<file path="src/rtl/usbhc_regs.sv">
module usbhc_regs #(
  parameter int NPORTS = 2,
  parameter int FN_BITS = 11,
  parameter logic [7:0] SOF_INIT = 8'd64
) (
  input  logic              clk,
  input  logic              rst_n,
  input  logic              bus_wr,
  input  logic              bus_rd,
  input  logic [1:0]        bus_size,
  input  logic [4:0]        bus_addr,
  input  logic [31:0]       bus_wdata,
  output logic [31:0]       bus_rdata,
  input  logic              frame_tick,
  input  logic [1:0]        pend_mask,
  input  logic [2:0]        sched_flag,
  input  logic [NPORTS-1:0] dev_attach,
  input  logic [NPORTS-1:0] dev_detach,
  input  logic [NPORTS-1:0] dev_lowspeed,
  output logic [NPORTS-1:0] port_reset,
  output logic              irq
);
  localparam logic [15:0] PORT_INIT = 16'h0080;
  localparam logic [15:0] PORT_KEEP = 16'h01FB;
  localparam logic [15:0] PORT_W1C  = 16'h000A;
  localparam logic [4:0]  PORT_BASE = 5'h10;

  logic [15:0] cmd_q, cmd_n, intr_q, intr_n;
  logic [5:0]  sts_q, sts_n;
  logic [1:0]  hid_q, hid_n;
  logic [FN_BITS-1:0] frn_q, frn_n;
  logic [19:0] flb_q, flb_n;
  logic [7:0]  sof_q, sof_n;
  logic [NPORTS-1:0][15:0] prt_q, prt_n;
  logic [NPORTS-1:0] present_q, present_n, ls_q, ls_n, prst_q, prst_n;
  logic [31:0] rd_val;
  logic [15:0] wv, word_rd;
  logic wr_b, wr_w, wr_l, ctl_reset, wake;

  assign wv   = bus_wdata[15:0];
  assign wr_b = bus_wr && bus_size == 2'd0;
  assign wr_w = bus_wr && bus_size == 2'd1;
  assign wr_l = bus_wr && bus_size[1];

  always_comb begin
    cmd_n = cmd_q; sts_n = sts_q; intr_n = intr_q; hid_n = hid_q;
    frn_n = frn_q; flb_n = flb_q; sof_n = sof_q; prt_n = prt_q;
    present_n = present_q; ls_n = ls_q; prst_n = '0;
    ctl_reset = 1'b0; wake = 1'b0;

    if (wr_w) begin
      case (bus_addr)
        5'h00: begin
          if (wv[2]) begin
            prst_n = present_q;
            ctl_reset = 1'b1;
          end else if (wv[1]) begin
            ctl_reset = 1'b1;
          end else begin
            if (wv[0] && !cmd_q[0]) sts_n[5] = 1'b0;
            else if (!wv[0]) sts_n[5] = 1'b1;
            cmd_n = wv;
          end
        end
        5'h02: begin
          sts_n = sts_q & ~wv[5:0];
          if (wv[0]) hid_n = 2'b00;
        end
        5'h04: intr_n = wv;
        5'h06: if (sts_q[5]) frn_n = bus_wdata[FN_BITS-1:0];
        default: ;
      endcase
      for (int i = 0; i < NPORTS; i++) begin
        if (bus_addr == PORT_BASE + 5'(2 * i)) begin
          if (present_q[i] && wv[9] && !prt_q[i][9]) prst_n[i] = 1'b1;
          prt_n[i] = ((prt_q[i] & PORT_KEEP) | (wv & ~PORT_KEEP)) & ~(wv & PORT_W1C);
        end
      end
    end
    if (wr_l && bus_addr == 5'h08) flb_n = bus_wdata[31:12];
    if (wr_b && bus_addr == 5'h0C) sof_n = bus_wdata[7:0];

    if (ctl_reset) begin
      cmd_n = '0; sts_n = '0; hid_n = '0; intr_n = '0; flb_n = '0; sof_n = SOF_INIT;
      for (int i = 0; i < NPORTS; i++)
        prt_n[i] = present_q[i] ? (PORT_INIT | 16'h0003 | {7'd0, ls_q[i], 8'd0}) : PORT_INIT;
    end

    if (frame_tick) begin
      if (!cmd_n[0]) begin
        sts_n[5] = 1'b1;
      end else begin
        if (pend_mask != 2'b00) begin
          hid_n = hid_n | pend_mask;
          sts_n[0] = 1'b1;
        end
        frn_n = frn_n + 1'b1;
      end
    end

    sts_n[1] = sts_n[1] | sched_flag[0];
    sts_n[3] = sts_n[3] | sched_flag[1];
    sts_n[4] = sts_n[4] | sched_flag[2];

    for (int i = 0; i < NPORTS; i++) begin
      if (dev_attach[i]) begin
        prt_n[i][1:0] = 2'b11;
        prt_n[i][8] = dev_lowspeed[i];
        present_n[i] = 1'b1;
        ls_n[i] = dev_lowspeed[i];
        wake = 1'b1;
      end else if (dev_detach[i]) begin
        if (prt_n[i][0]) prt_n[i][1:0] = 2'b10;
        if (prt_n[i][2]) begin
          prt_n[i][2] = 1'b0;
          prt_n[i][3] = 1'b1;
        end
        present_n[i] = 1'b0;
        wake = 1'b1;
      end
    end
    if (wake && cmd_n[3]) begin
      cmd_n[4] = 1'b1;
      sts_n[2] = 1'b1;
    end
  end

  always_comb begin
    word_rd = 16'hFF7F;
    case (bus_addr)
      5'h00: word_rd = cmd_q;
      5'h02: word_rd = {10'd0, sts_q};
      5'h04: word_rd = intr_q;
      5'h06: word_rd = 16'(frn_q);
      default: ;
    endcase
    for (int i = 0; i < NPORTS; i++)
      if (bus_addr == PORT_BASE + 5'(2 * i)) word_rd = prt_q[i];
    case (bus_size)
      2'd0:    rd_val = {24'd0, (bus_addr == 5'h0C) ? sof_q : 8'hFF};
      2'd1:    rd_val = {16'd0, word_rd};
      default: rd_val = (bus_addr == 5'h08) ? {flb_q, 12'd0} : 32'hFFFF_FFFF;
    endcase
  end

  always_ff @(posedge clk or negedge rst_n) begin
    if (!rst_n) begin
      cmd_q <= '0; sts_q <= '0; intr_q <= '0; hid_q <= '0; frn_q <= '0;
      flb_q <= '0; sof_q <= SOF_INIT; present_q <= '0; ls_q <= '0;
      prst_q <= '0; bus_rdata <= '0;
      for (int i = 0; i < NPORTS; i++) prt_q[i] <= PORT_INIT;
    end else begin
      cmd_q <= cmd_n; sts_q <= sts_n; intr_q <= intr_n; hid_q <= hid_n;
      frn_q <= frn_n; flb_q <= flb_n; sof_q <= sof_n; prt_q <= prt_n;
      present_q <= present_n; ls_q <= ls_n; prst_q <= prst_n;
      if (bus_rd) bus_rdata <= rd_val;
    end
  end

  assign port_reset = prst_q;
  assign irq = (hid_q[0] & intr_q[2]) | (hid_q[1] & intr_q[3]) |
               (sts_q[1] & intr_q[0]) | (sts_q[2] & intr_q[1]) |
               sts_q[3] | sts_q[4];
endmodule

</file>
<file path="config.mk">
export PLATFORM = sky130hd
export DESIGN_NAME = usbhc_regs
export DESIGN_NICKNAME = d
export VERILOG_FILES = /design/src/rtl/usbhc_regs.sv
export SDC_FILE = /design/constraint.sdc
export NUM_CORES = 1
export LEC_CHECK = 0
export BUFFER_PORTS_ARGS = -buffer_cell sky130_fd_sc_hd__buf_2
export CAP_MARGIN = 10
export CORE_MARGIN = 5
export CORE_UTILIZATION = 45
export DETAILED_ROUTE_END_ITERATION = 7
export GPL_TIMING_DRIVEN = 1
export HOLD_SLACK_MARGIN = 0.05
export PLACE_DENSITY = 0.64
export SLEW_MARGIN = 20
export SYNTH_ARGS = -nofsm -noshare
export SYNTH_HDL_FRONTEND = slang
export SYNTH_SLANG_ARGS = --single-unit
</file>
<file path="constraint.sdc">
create_clock -name clk -period 4.6 [get_ports clk]
set_clock_uncertainty 0.1 [all_clocks]
set_input_delay 0.69 -clock clk [delete_from_list [all_inputs] [get_ports clk]]
set_output_delay 0.69 -clock clk [all_outputs]
set_load 0.01 [all_outputs]
</file>
Yosys cells after proc, flatten, opt, wreduce, memory -nomap -nowiden
Cells that the tools add are included.
- register bits after elaboration: 149
- logic and storage cells: 178
- input port bits: 55
- output and inout bits: 35
- bitwise gates (word level): 20
- reduce and logical (&&, ||, !) cells: 41
- add/sub/neg operators: 1
- eq/ne operators: 12
- muxes and demuxes: 82
- operators by type and width (kind ; number):
    $mux W16 ; 12
    $mux W32 ; 3
    $pmux W16 S4 ; 1
    $pmux W32 S2 ; 1
    $mux W11 ; 5
    $mux W20 ; 2
    $mux W2 ; 18
    $and A16 B16 Y16 ; 2
    $or A9 B16 Y16 ; 2
    $mux W1 ; 29
    $mux W8 ; 3
    $reduce_bool A3 Y1 ; 7
    $reduce_bool A2 Y1 ; 10
    $mux W9 ; 2
    $not A4 Y16 ; 1
    $mux W6 ; 2
    $reduce_and A2 Y1 ; 6
    $add A11 B1 Y11 const B ; 1
    $logic_and A1 B1 Y1 ; 11
    $eq A5 B3 Y1 const B ; 2
    $eq A5 B4 Y1 const B ; 2
    $eq A5 B5 Y1 const B ; 2
    $mux W4 ; 2
    $or A1 B1 Y1 ; 8
    14 further kinds ; 22

Logic depth before layout (Yosys ltp)
- depth in word-level cells: 11
- mapped depth: 9
- mapped depth without buffers: 6

Least setup slack after synthesis
No wires, ideal clock.
- path type: input -> register
- from: in bus_addr[3]
- to: reg frn_q[7]
- path slack: 1624 ps
- arrival: 2755 ps
- buffers on the path: 2
- cell stages on the path: 8
- setup time: 121 ps
- data required time: 4379 ps
- cells stage by stage: buf_2 -> or4_4 -> or4_4 -> a222oi_1 -> buf_4 -> and2_1 -> a21oi_1 -> nand2b_1
- word-level cells in the longest chain between the ends: 6
- elaborated cells between the ends (all ways): 12
- those cells by class: add/sub: 1; eq/ne: 1; mux: 9; reduce/logical: 1
- ends and longest elaborated chain (element ; line ; source):
    start: declaration ; 11 ; input logic [4:0] bus_addr,
    $eq A5 B3 Y1 / $logic_not A5 Y1 (equally long branches) ; 52 ; case (bus_addr)
    $mux W11, or another cell as far along ; 52 ;
    $mux W11, or another cell as far along ; 51 ; if (wr_w) begin
    $add A11 B1 Y11 / $mux W16 (equally long branches) ; 97, 83 ;
    $mux W11 ; 90 ; if (!cmd_n[0]) begin
    $mux W11 * ; 89 ; if (frame_tick) begin
    via frn_n[7] ; 31 ; logic [FN_BITS-1:0] frn_q, frn_n;
    end signal: assignment ; 154 ; frn_q <= frn_n; flb_q <= flb_n; sof_q <= sof_n; prt_q <= prt_n;
    end: declaration ; 31 ;
The timed path passes the listed nets; every way through them passes the cells marked *. The select of a mux whose other input is x is not followed.
A chain may end at the register's enable or synchronous reset.

==> flow_summary.yaml <==
clocking:
  clockBufferDepth: 2
  cts_buffers: 17
  path_clk_slew_ns: 0.06
  post_cts_buffers: 0
  htreeDepth: 4
  clock_latency_ns: 0.42
  clock_sinks: 140
  cts_hold_buf: 0
  cts_tree: "done"
  ctsResizeCount: 0
  cts_root_buffer: "clkbuf_16"
finish:
  fillers: 1330
  ff_latch_area_sq_um: 3506
  multi_input_area_sq_um: 2940
  drive_above_1_share_pct: 18.65
  insertedDiodeCount: 0
  layout.nets: 873
  area_growth_pct: 18.14
  finalInstanceArea_sq_um: 7979
place:
  dp_hpwl_um: 13670
  place_area_sq_um: 7368
  portBuffers: 89
  dp_slack_ns: 1.205
  gp_congestion: 0.8919
worst_setup_path:
  setup.worst_path.class: "in2reg"
  cp_slowest_cell: "or3_1"
  r2r_start: "sts_q[5]$_DFF_PN0_"
  setup.worst_path.start_class: "primary input"
  required_ns: 4.80
  endpoint_kind: "flop"
  crit_arrival_ns: 3.18
  crit_fanout: 19
  path_common_cell: "o21ai_0"
  crit_start: "bus_addr[4]"
  path_delay_family: "simple AND/OR/NAND/NOR gates"
  crit_path_cell_trace: "buf_2 -> or4_4 -> or3_1 -> nor2_4 -> o21ai_0 -> a21oi_1 -> o21ai_0"
  critPathBufInv: 1
  max_stage_delay_ns: 0.67
power:
  cellPowerDensity_nw_per_um2: 393.1
  leakage_nw: 3.618
  p_sw_mw: 0.7893
  swShare_pct: 25.16
  clkPwrFrac_pct: 44.2
  p_total_mw: 3.137
  pwr-share-seq_pct: 45.4
  combPwrFrac_pct: 10.4
  internal-power_mw: 2.347
  ir_drop_mv: 0.2711
sta:
  slew_headroom_pct: 35.60
  period_share_pct: 64.81
  layout_setup_ws_ns: 1.619
  max_slew.worst_pin.slew_ns: 0.9416
  whs_ns: 0.2831
  fmax_ghz: 0.3354
  setup_viol: 0
  rsz0062_at_grt: "no"
  finalCriticalPeriod_ns: 2.981
  slew_violations: 0
  hold_viol: 0
  tns_ns: 0
grt:
  grt-ovfl-total: 0
  track_usage_pct: 22.55
  antenna_found_initial: 0
  grt_pass1_vias: 5874
  grt_pass1_wl_um: 31780
  grt_max_degree: 116
synthesis:
  synth_area_leaders: "dfrtp_1, nand2_1, a21oi_1, mux2i_1, o21ai_0"
  synth.largest_area_cell: "dfrtp_1"
  ys_seq_elements: 140
  synthFlopType: "dfrtp_1"
  syn_avg_cell_area_sq_um: 9.054
  syn_nets: 801
  synth_edf_count: 0
  async_reset_ff_share_pct: 100.0
  synth_area_sq_um: 6754
  yosysWarnings: 0
  seq_area_frac_synth_pct: 51.91
  synth_top_area_share_pct: 51.13
  synthDistinctLibCells: 54
  syn_inst: 746
floorplan:
  die_height_um: 132.5
  dieArea_sq_um: 17560
  core_sq_um: 14640
  ioPinCount: 90
  die_w_um: 132.5
  row_count: 44
  start_util_pct: 46.12
flow_run:
  drv_cap: 0
detailed_routing:
  drt_iter0_drc: 608
  drc: 0
  dr.pass1.iters: 5
  wl_um: 19440
  num_vias: 5975
  wire_per_inst_um: 19.15
  via_per_inst: 5.887
  drtAntennaViolNets: 0
outcome:
  outcome: "finished, final reports clean"
min_path:
  hp-class: "in2async"
synthesized netlist by cell type, drive strengths merged (2+ instances only):
cell type and n:
a221oi 10, a22o 8, or3 3, dfrtp 138, buf 13, dfstp 2, nand3b 5, o22a 6
clkbuf 42, a21o 2, nor4 2, xor2 9, nand2 153, o311ai 2, o21bai 4, and3 4
o22ai 2, a21oi 68, nand2b 5, or4 6, xnor2 4, nor2 42, inv 26, mux2i 25
nand3 40, and2 2, o211ai 16, o31ai 4, a222oi 4, a31o 4, nor3 9, a22oi 12
o21ai 50, a31oi 8, nand4 2
power groups by stage:
stage / logic, mW / clock network [mW] / registers [mW]
2_1_floorplan: 0.177 / 0 / 1.44
3_3_place_gp: 0.318 / 0 / 1.44
3_5_place_dp: 0.327 / 0 / 1.44
4_1_cts: 0.329 / 1.40 / 1.42
5_1_grt: 0.367 / 1.45 / 1.44
6_report: 0.326 / 1.39 / 1.42
cell families after synthesis:
logic type | share of synthesized area, %
xor+xnor | 1.686
buf+inv | 4.835
simple gates | 18.64
mux | 3.705
flops | 51.91
compound gates | 19.23
worst paths after layout:
path / end / slack [ns] / depth (start not counted)
max: prt_q[3]$_DFF_PN0_ / 1.62 / 7
min in group clk: sts_q[1]$_DFF_PN0_ / 0.36 / 2
min reg2reg: cmd_q[6]$_DFFE_PN0P_ / 0.37 / 2
max reg2reg: frn_q[7]$_DFF_PN0_ / 2.21 / 7
min: bus_rdata[26]$_DFFE_PN0P_ / 0.28 / 1
max in group asynchronous: prt_q[11]$_DFFE_PN0P_ / 3.17 / 2
registers in the layout (all words and copies together), names as in the netlist:
name / count
intr_q: 16
ls_q: 2
frn_q: 11
prt_q: 25
port_reset: 2
hid_q: 2
bus_rdata: 32
sof_q: 8
cmd_q: 14
present_q: 2
flb_q: 20
sts_q: 6
worst register-to-register path, stage by stage, from the launching register on:
cell	delay, ns
dfrtp_1	0.37
nand4b_1	0.31
or4_1	0.59
a222oi_1	0.28
buf_4	0.22
and2_1	0.19
a21oi_1	0.07
nand2b_1	0.14
metal layers:
metal  track usage, %  vias up  share of wire [%]
met2            35.73      252                 47
li1                 -     2780                  -
met3            4.973       21                7.8
met1            31.53     2922                 44
met5                0        -                  0
met4            5.947        0                1.4
metrics by stage:
step	util, %	instances
after global routing	54.49	1015
after floorplan	-	746
after global placement	50.32	983
final	54.49	1015
after detailed placement	50.32	983
after CTS	54.47	1015
layout make-up:
cell class	instances	share of cell area [%]
clock buffers	23	6.241
well taps	184	2.885
clock inverters	9	1.380
multi-input cells	525	36.85
flip-flops and latches	140	43.94
repair buffers	108	7.480
inverters	26	1.223
layout by cell type, fill, tap and decap left out, types with 6 or more instances in the layout:
master     count
a21oi_1       68
a221oi_1      10
a22o_1         8
a22oi_1       12
a31oi_1        8
buf_2         88
buf_4         19
clkbuf_16     17
clkbuf_8       6
dfrtp_1      138
inv_1         26
mux2i_1       25
nand2_1      153
nand3_1       40
nor2_1        41
nor3_1         8
o211ai_1      16
o21ai_0       50
o22a_1         6
xor2_1         9
Power figures use the tool's default switching activity.
